## config.mk

```make
export PLATFORM = sky130hd
export DESIGN_NAME = host_mem_bridge
export DESIGN_NICKNAME = d
export VERILOG_FILES = /design/src/rtl/hmb_pkg.sv /design/src/rtl/hmb_decode.sv /design/src/rtl/hmb_seq.sv /design/src/rtl/hmb_rdret.sv /design/src/rtl/host_mem_bridge.sv
export SDC_FILE = /design/constraint.sdc
export NUM_CORES = 1
export LEC_CHECK = 0
export BUFFER_PORTS_ARGS = -buffer_cell sky130_fd_sc_hd__buf_2
export CAP_MARGIN = 15
export CORE_UTILIZATION = 40
export DETAILED_ROUTE_END_ITERATION = 8
export GPL_TIMING_DRIVEN = 0
export PLACE_DENSITY = 0.8
export SYNTH_ARGS = -nofsm -noshare
export SYNTH_HDL_FRONTEND = slang
export SYNTH_SLANG_ARGS = --single-unit
```

## constraint.sdc

```tcl
create_clock -name clk -period 1.8 [get_ports clk]
set_input_delay 0.27 -clock clk [delete_from_list [all_inputs] [get_ports clk]]
set_output_delay 0.27 -clock clk [all_outputs]
set_load 0.01 [all_outputs]
```

## src/rtl/hmb_pkg.sv

```systemverilog
// Shared codes and state type for the host-to-memory-port bridge.
package hmb_pkg;
    localparam logic [2:0] PORT_OP_WRITE = 3'b000;
    localparam logic [2:0] PORT_OP_READ  = 3'b001;

    typedef enum logic [2:0] {
        ST_IDLE,
        ST_WPUSH,
        ST_WCMD,
        ST_RCMD,
        ST_RWAIT
    } seq_state_t;
endpackage

```

## src/rtl/hmb_decode.sv

```systemverilog
// Splits a packed host word into operation, byte address and write data.
// Assumes the address field sits just below the operation bit and that
// the port address has at least as many bits as word address plus offset.
module hmb_decode #(
    parameter int HOST_W      = 64,
    parameter int WADDR_W     = 26,
    parameter int DATA_W      = 32,
    parameter int ADDR_LSB    = 37,
    parameter int PORT_ADDR_W = 30
) (
    input  logic [HOST_W-1:0]      host_word,
    output logic                   is_read,
    output logic [PORT_ADDR_W-1:0] byte_addr,
    output logic [DATA_W-1:0]      wr_data
);
    localparam int OFS_W = $clog2(DATA_W / 8);
    localparam int PAD_W = PORT_ADDR_W - WADDR_W - OFS_W;

    logic [WADDR_W-1:0] word_addr;
    logic               spare_unused;

    // field extraction
    assign is_read      = host_word[HOST_W-1];
    assign word_addr    = host_word[ADDR_LSB +: WADDR_W];
    assign wr_data      = host_word[DATA_W-1:0];
    assign spare_unused = ^host_word[ADDR_LSB-1:DATA_W];

    // byte address: word address shifted past the byte offset, zero padded
    generate
        if (PAD_W > 0) begin : g_pad
            assign byte_addr = {{PAD_W{1'b0}}, word_addr, {OFS_W{1'b0}}};
        end else begin : g_nopad
            assign byte_addr = {word_addr, {OFS_W{1'b0}}};
        end
    endgenerate
endmodule

```

## src/rtl/hmb_seq.sv

```systemverilog
// Transaction sequencer: accepts one decoded command when idle and
// calibrated, then walks the write (push, then command) or read
// (command, then pop) handshake. Strobes are gated by the FIFO flags.
module hmb_seq
    import hmb_pkg::*;
#(
    parameter int DATA_W      = 32,
    parameter int PORT_ADDR_W = 30
) (
    input  logic                   clk,
    input  logic                   rst_n,
    input  logic                   calib_done,
    input  logic                   host_valid,
    input  logic                   dec_is_read,
    input  logic [PORT_ADDR_W-1:0] dec_addr,
    input  logic [DATA_W-1:0]      dec_data,
    input  logic                   cmd_full,
    input  logic                   wr_full,
    input  logic                   rd_empty,
    output logic                   busy,
    output logic                   cmd_en,
    output logic [2:0]             cmd_instr,
    output logic [PORT_ADDR_W-1:0] cmd_addr,
    output logic                   wr_en,
    output logic [DATA_W-1:0]      wr_data,
    output logic                   rd_take
);
    seq_state_t             state_q, state_d;
    logic [PORT_ADDR_W-1:0] addr_q;
    logic [DATA_W-1:0]      data_q;
    logic                   accept;

    assign busy   = !calib_done || (state_q != ST_IDLE);
    assign accept = host_valid && !busy;

    // next-state selection
    always_comb begin
        state_d = state_q;
        unique case (state_q)
            ST_IDLE:  if (accept) state_d = dec_is_read ? ST_RCMD : ST_WPUSH;
            ST_WPUSH: if (!wr_full) state_d = ST_WCMD;
            ST_WCMD:  if (!cmd_full) state_d = ST_IDLE;
            ST_RCMD:  if (!cmd_full) state_d = ST_RWAIT;
            ST_RWAIT: if (!rd_empty) state_d = ST_IDLE;
            default:  state_d = ST_IDLE;
        endcase
    end

    // state register
    always_ff @(posedge clk) begin
        if (!rst_n) state_q <= ST_IDLE;
        else        state_q <= state_d;
    end

    // command capture on acceptance
    always_ff @(posedge clk) begin
        if (!rst_n) begin
            addr_q <= '0;
            data_q <= '0;
        end else if (accept) begin
            addr_q <= dec_addr;
            data_q <= dec_data;
        end
    end

    // handshake strobes, held off while the matching FIFO flag blocks
    assign wr_en     = (state_q == ST_WPUSH) && !wr_full;
    assign cmd_en    = ((state_q == ST_WCMD) || (state_q == ST_RCMD)) && !cmd_full;
    assign rd_take   = (state_q == ST_RWAIT) && !rd_empty;
    assign cmd_instr = (state_q == ST_RCMD) ? PORT_OP_READ : PORT_OP_WRITE;
    assign cmd_addr  = addr_q;
    assign wr_data   = data_q;
endmodule

```

## src/rtl/hmb_rdret.sv

```systemverilog
// Read return stage: registers the popped word and raises a one-cycle
// valid strobe in the cycle after the pop.
module hmb_rdret #(
    parameter int DATA_W = 32
) (
    input  logic              clk,
    input  logic              rst_n,
    input  logic              take,
    input  logic [DATA_W-1:0] fifo_data,
    output logic              valid,
    output logic [DATA_W-1:0] word
);
    // strobe and data capture
    always_ff @(posedge clk) begin
        if (!rst_n) begin
            valid <= 1'b0;
            word  <= '0;
        end else begin
            valid <= take;
            if (take) word <= fifo_data;
        end
    end
endmodule

```

## src/rtl/host_mem_bridge.sv

```systemverilog
// Top of the bridge: decode, sequencer and read return. Single-word
// accesses only: burst field fixed at zero, all bytes enabled.
module host_mem_bridge #(
    parameter int HOST_W      = 64,
    parameter int WADDR_W     = 26,
    parameter int DATA_W      = 32,
    parameter int ADDR_LSB    = 37,
    parameter int PORT_ADDR_W = 30,
    parameter int BL_W        = 6
) (
    input  logic                   clk,
    input  logic                   rst_n,
    input  logic                   calib_done,
    input  logic                   host_valid,
    input  logic [HOST_W-1:0]      host_word,
    output logic                   host_busy,
    output logic                   rd_valid,
    output logic [DATA_W-1:0]      rd_word,
    output logic                   mem_cmd_en,
    output logic [2:0]             mem_cmd_instr,
    output logic [PORT_ADDR_W-1:0] mem_cmd_addr,
    output logic [BL_W-1:0]        mem_cmd_bl,
    input  logic                   mem_cmd_full,
    output logic                   mem_wr_en,
    output logic [DATA_W-1:0]      mem_wr_data,
    output logic [DATA_W/8-1:0]    mem_wr_mask,
    input  logic                   mem_wr_full,
    output logic                   mem_rd_en,
    input  logic [DATA_W-1:0]      mem_rd_data,
    input  logic                   mem_rd_empty
);
    localparam int MASK_W = DATA_W / 8;

    logic                   dec_is_read;
    logic [PORT_ADDR_W-1:0] dec_addr;
    logic [DATA_W-1:0]      dec_data;
    logic                   rd_take;

    hmb_decode #(
        .HOST_W(HOST_W), .WADDR_W(WADDR_W), .DATA_W(DATA_W),
        .ADDR_LSB(ADDR_LSB), .PORT_ADDR_W(PORT_ADDR_W)
    ) u_dec (
        .host_word (host_word),
        .is_read   (dec_is_read),
        .byte_addr (dec_addr),
        .wr_data   (dec_data)
    );

    hmb_seq #(.DATA_W(DATA_W), .PORT_ADDR_W(PORT_ADDR_W)) u_seq (
        .clk         (clk),
        .rst_n       (rst_n),
        .calib_done  (calib_done),
        .host_valid  (host_valid),
        .dec_is_read (dec_is_read),
        .dec_addr    (dec_addr),
        .dec_data    (dec_data),
        .cmd_full    (mem_cmd_full),
        .wr_full     (mem_wr_full),
        .rd_empty    (mem_rd_empty),
        .busy        (host_busy),
        .cmd_en      (mem_cmd_en),
        .cmd_instr   (mem_cmd_instr),
        .cmd_addr    (mem_cmd_addr),
        .wr_en       (mem_wr_en),
        .wr_data     (mem_wr_data),
        .rd_take     (rd_take)
    );

    hmb_rdret #(.DATA_W(DATA_W)) u_ret (
        .clk       (clk),
        .rst_n     (rst_n),
        .take      (rd_take),
        .fifo_data (mem_rd_data),
        .valid     (rd_valid),
        .word      (rd_word)
    );

    // single-word access, every byte written
    assign mem_rd_en   = rd_take;
    assign mem_cmd_bl  = '0;
    assign mem_wr_mask = {MASK_W{1'b0}};
endmodule

```

### After elaboration in Yosys (flattened, before gate mapping)

Index checks and enable logic that the tools add are counted.

| cells by class | value |
|---|---|
| equal/unequal tests | 9 |
| mux-type cells | 8 |
| reductions and logical operators | 14 |

Operator list:

| kind | number |
|---|---|
| 2-to-1 mux 3 bit | 5 |
| case mux 3 bit (5 select lines) | 1 |
| inequality test 2 bit, second input constant | 4 |
| equality test 3 x 2 -> 1 bit, second input constant | 2 |
| logical NOT 1 bit | 5 |
| AND reduction 5 bit | 1 |
| logical AND 1 bit | 4 |
| equality test 3 x 1 -> 1 bit, second input constant | 1 |
| equality test 3 bit, second input constant | 1 |
| logical NOT 3 bit | 1 |
| nonzero test 3 bit | 1 |
| logical OR 1 bit | 2 |
| 2-to-1 mux 2 bit | 1 |
| inequality test 2 x 1 -> 1 bit, second input constant | 1 |
| 2-to-1 mux 1 bit | 1 |

| word-level totals | value |
|---|---|
| bits in registers | 94 |
| input bits | 103 |
| output and inout bits | 112 |
| word-level logic and storage cells | 36 |

### Logic depth before layout (Yosys ltp)

| logic depth | value |
|---|---|
| depth after elaboration | 6 |
| gate-level depth with buffers | 7 |
| gate-level depth less buffers | 3 |

### Modules after synthesis

From an unflattened synthesis, not the netlist that was laid out.

| second synthesis, totals | value |
|---|---|
| cell total of the unflattened synthesis | 475 |
| area, all modules | 4,559.4 um2 |

By module, submodules not included:

| module | instances | cells an instance | area each (um2) | sequential area each (um2) |
|---|---|---|---|---|
| hmb_seq | 1 | 295 | 2,733.9 | 1,301.2 |
| hmb_rdret | 1 | 105 | 1,270.0 | 660.6 |
| hmb_decode | 1 | 64 | 476.7 | 0.0 |
| host_mem_bridge | 1 | 11 | 78.8 | 0.0 |

### Least setup slack after synthesis

OpenSTA, ideal clock, no wires.

| path | value |
|---|---|
| path kind | register to output |
| start | reg u_seq.state_q[1] |
| end | out mem_rd_en |
| data arrival time | 1,177 ps |
| required time | 1,530 ps |
| path slack | 353 ps |
| stages on the path, launching flop included | 5 |
| buffers on the path | 3 |
| path through | dfxtp_1 buf_2 nor4b_2 buf_2 buf_2 |

| between the ends | value |
|---|---|
| word-level cells in the longest chain between the ends | 2 |

Ends and longest elaborated chain:

| what | RTL line | text |
|---|---|---|
| from (decl) | hmb_seq.sv:28 | `seq_state_t state_q, state_d;` |
| from (signal assigned) | hmb_seq.sv:52 | `else state_q <= state_d;` |
| equality test 3 bit | hmb_seq.sv:69 | `assign rd_take = (state_q == ST_RWAIT) && !rd_empty;` |
| logical AND 1 bit | hmb_seq.sv:69 |  |
| to (decl) | host_mem_bridge.sv:28 | `output logic mem_rd_en,` |

Every way passes these cells.

### Worst setup path in the final report

Ends and elaborated chain as after synthesis.

==> results.md <==
- I/O pin cnt: roughly 220
- Drt total wl: 10000 um
- Cells along the critical path: buf_2 > nor4b_4 > buf_6 > buf_2
- Final period util: 0.925
- Die Wd: 99.2 um
- Max-slew violations: 0
- WL/cell: between 10 and 15 um
- Cell variety after synth: 28
- Slowest CP cell: dfxtp_1
- Worst path top cell family by delay: buffers and inverters
- Met3 GRT Util: 0.0590
- Mapped Cells: 435
- Antenna violations before repair: 0
- Placeable core region: a little over 9000 um^2
- Row cnt: 35
- Prevailing post-synth register cell: dfxtp_1
- Hold buffers post-CTS: 0
- Worst Max-Slew Pin Slew: between 0.6 and 0.7 ns
- Port Buffers: between 150 and 200
- Peak Freq: approximately 600 MHz
- CTS root buffer: clkbuf_8
- DRC violations left: 0
- Via count: 3674
- Clk sinks: 94
- Critical Path End Type: output port
- Ant diodes: 0
- Worst setup path class: reg -> out
- Max Clock Skew: 0.0136 ns
- CP Max Fanout: 8
- Clk buf depth: 2
- Layout area overhead: 37.1%
- Peak supply drop: around 0.00051 V
- Drt via density: 4.75
- Top post-synthesis cells by count: nand2_1, dfxtp_1, mux2i_1
- RePlAce Congestion: 0.774
- RSZ-0062 raised after global routing: false
- Layout cells sized above 1: 0.367
- CTS tree: yes
- Cell area power density: 805 nW/um^2
- CP max stage delay: about 0.3 ns
- Vias in the first global route: ~3600
- Post-synth EDFFs: 0
- Seq/Total Area, Yosys: 0.498
- Share of the synthesized area in the top cell type: 0.498
- Detailed Place HPWL: 7750 um
- WP data required: about 1.5 ns
- Hold WC Path Type: in -> reg
- First-pass GRT wire length: 16200 um
- Top cell by count, worst path: buf_2
- CTS H-Tree Depth: 3
- Gr ovfl total: 0
- Status: finished, final reports clean
- GRT Resource Usage Total: 0.203
- Most frequent cell after synthesis: nand2_1
- Hold Worst Slack: roughly 0.14 ns
- Met1 usage: 0.234
- Drt pass-1 iters: 4
- Leakage: 2.52 nW
- Nets: 760
- Clk slew on worst S/H paths: 0.10 ns
- Routing usage on met2: 0.362
- Inserted Clock Buffers: 9
- R2R Setup Slk: 0.16 ns
- Mapped cell area: 3780 um^2
- Final Hold Vio Count: 0
- Pin count of the biggest net entering global routing: 20
- Worst slew margin: 0.598
- Final setup vio count: 0
- Clk_lat worst skew: approximately 0.34 ns
- Final Critical Period: 1.67 ns
- Synth Register Bits: 94
- Final ANT Viol Nets: 0
- Dominant cells by area after synthesis: dfxtp_1, mux2i_1, nand2_1
- Avg Inst Size Synth: 8.68 um^2
- Most crowded layer after global routing: met2
- Crit path arrival time: about 1.4 ns
- Worst path bufs/invs: 3
- Die area: 9840 um^2
- Largest area contributor in the netlist: dfxtp_1
- Die Height: 99.2 um
- Starting DRT DRC Count: 96
- Initial Utilization: 0.411
- Synth warn: 0
- Maxcap violations: 0
- Fraction of synthesis flops using an asynchronous set or reset pin: 0
- Fin util: 0.563
- Startpoint types: flip-flop
==> final timing paths <==
check / start / end / cells after the start
min: mem_rd_data[17] / u_ret.word[17]$_SDFFE_PN0P_ / 3
max: u_seq.state_q[1]$_SDFFE_PN0P_ / mem_rd_en / 4
min reg2reg: u_ret.word[2]$_SDFFE_PN0P_ / u_ret.word[2]$_SDFFE_PN0P_ / 2
max reg2reg: u_seq.state_q[1]$_SDFFE_PN0P_ / u_seq.wr_data[30]$_SDFFE_PN0P_ / 7
==> worst min-delay path: stages <==
cell and delay [ns]:
buf_2 0.07, nand3_1 0.05, o21ai_0 0.06
==> registers in the layout (all words and copies together) (netlist names) <==
| name | cells |
|---|---|
| u_seq.cmd_addr | 26 |
| u_seq.wr_data | 32 |
| u_ret.valid | 1 |
| u_ret.word | 32 |
| u_seq.state_q | 3 |
==> through the flow <==
stage | instance area (um^2) | std cells | total power, mW | worst slack (ns) | setup TNS [ns]
final | 5180 | 773 | 4.17 | 0.135 | 0
after global placement | 4930 | 753 | 2.80 | -0.0555 | -0.0555
after global routing | 5180 | 773 | 4.38 | 0.0289 | 0
after floorplan | 3830 | 450 | 2.57 | 0.353 | 0
after CTS | 5150 | 769 | 4.21 | 0.0212 | 0
after detailed placement | 4930 | 753 | 2.82 | -0.0662 | -0.0662
==> layout make-up <==
cell class	count	area, um^2
inverter	1	3.75
timing repair buffer	197	998
sequential	94	1880
multi-input combinational	304	1660
fill	864	4020
buffer	50	302
clock buffer	10	138
clock inverter	6	61.3
tap	111	139
==> where the power goes <==
group	internal, mW	total [mW]	switching [mW]
registers	2.16	2.20	0.0415
clock network	0.676	1.40	0.721
logic	0.268	0.573	0.305
==> per-layer routing <==
layer | routed length, um | up-vias
li1 | - | 1836
met2 | 5000 | 147
met3 | 742 | 14
met1 | 4140 | 1677
met5 | 0 | -
met4 | 153 | 0
==> placed cells by master, fill, tap and decap left out <==
cell / synthesis / layout
clkinv_4: 0 / 1
a21oi_1: 1 / 1
o21ai_0: 23 / 23
clkinvlp_4: 0 / 1
nor4b_4: 0 / 1
mux2i_1: 59 / 59
nor3_1: 1 / 1
o21ai_1: 9 / 9
and3_1: 1 / 1
bufinv_16: 0 / 1
and4_1: 1 / 1
nand3_1: 33 / 33
buf_1: 1 / 1
buf_2: 3 / 193
nand2b_1: 2 / 2
nor3b_1: 1 / 1
nor2_2: 1 / 1
conb_1: 1 / 16
o21a_1: 1 / 1
clkbuf_8: 0 / 10
a32oi_1: 1 / 1
nor2b_1: 1 / 1
buf_4: 24 / 29
buf_6: 2 / 3
dfxtp_1: 94 / 94
o2111a_1: 1 / 1
nor2_1: 1 / 1
inv_1: 1 / 1
nand2_1: 148 / 148
a31oi_1: 1 / 1
clkbuf_1: 21 / 21
and2_1: 1 / 1
clkinv_2: 0 / 3
==> kinds of logic (layout without fill, tap and decap cells) <==
group                  count (synthesis)  count (layout)  share of synthesized area
AOI/OAI and AO/OA                     37              37                     0.0527
buffers and inverters                 52             264                     0.0805
DFF                                   94              94                      0.498
muxes                                 59              59                      0.156
other                                  1              16                   0.000993
and+or+nand+nor                      192             192                      0.211
==> repair_timing <==
action / in CTS / in global routing
setup endpoints to repair: 1 / 1
pin swaps: 1 / 0
resized for setup: 3 / 0
setup buffers: 1 / 4
gates cloned: 0 / 0
No activity file was read; power rests on OpenSTA's default activity.
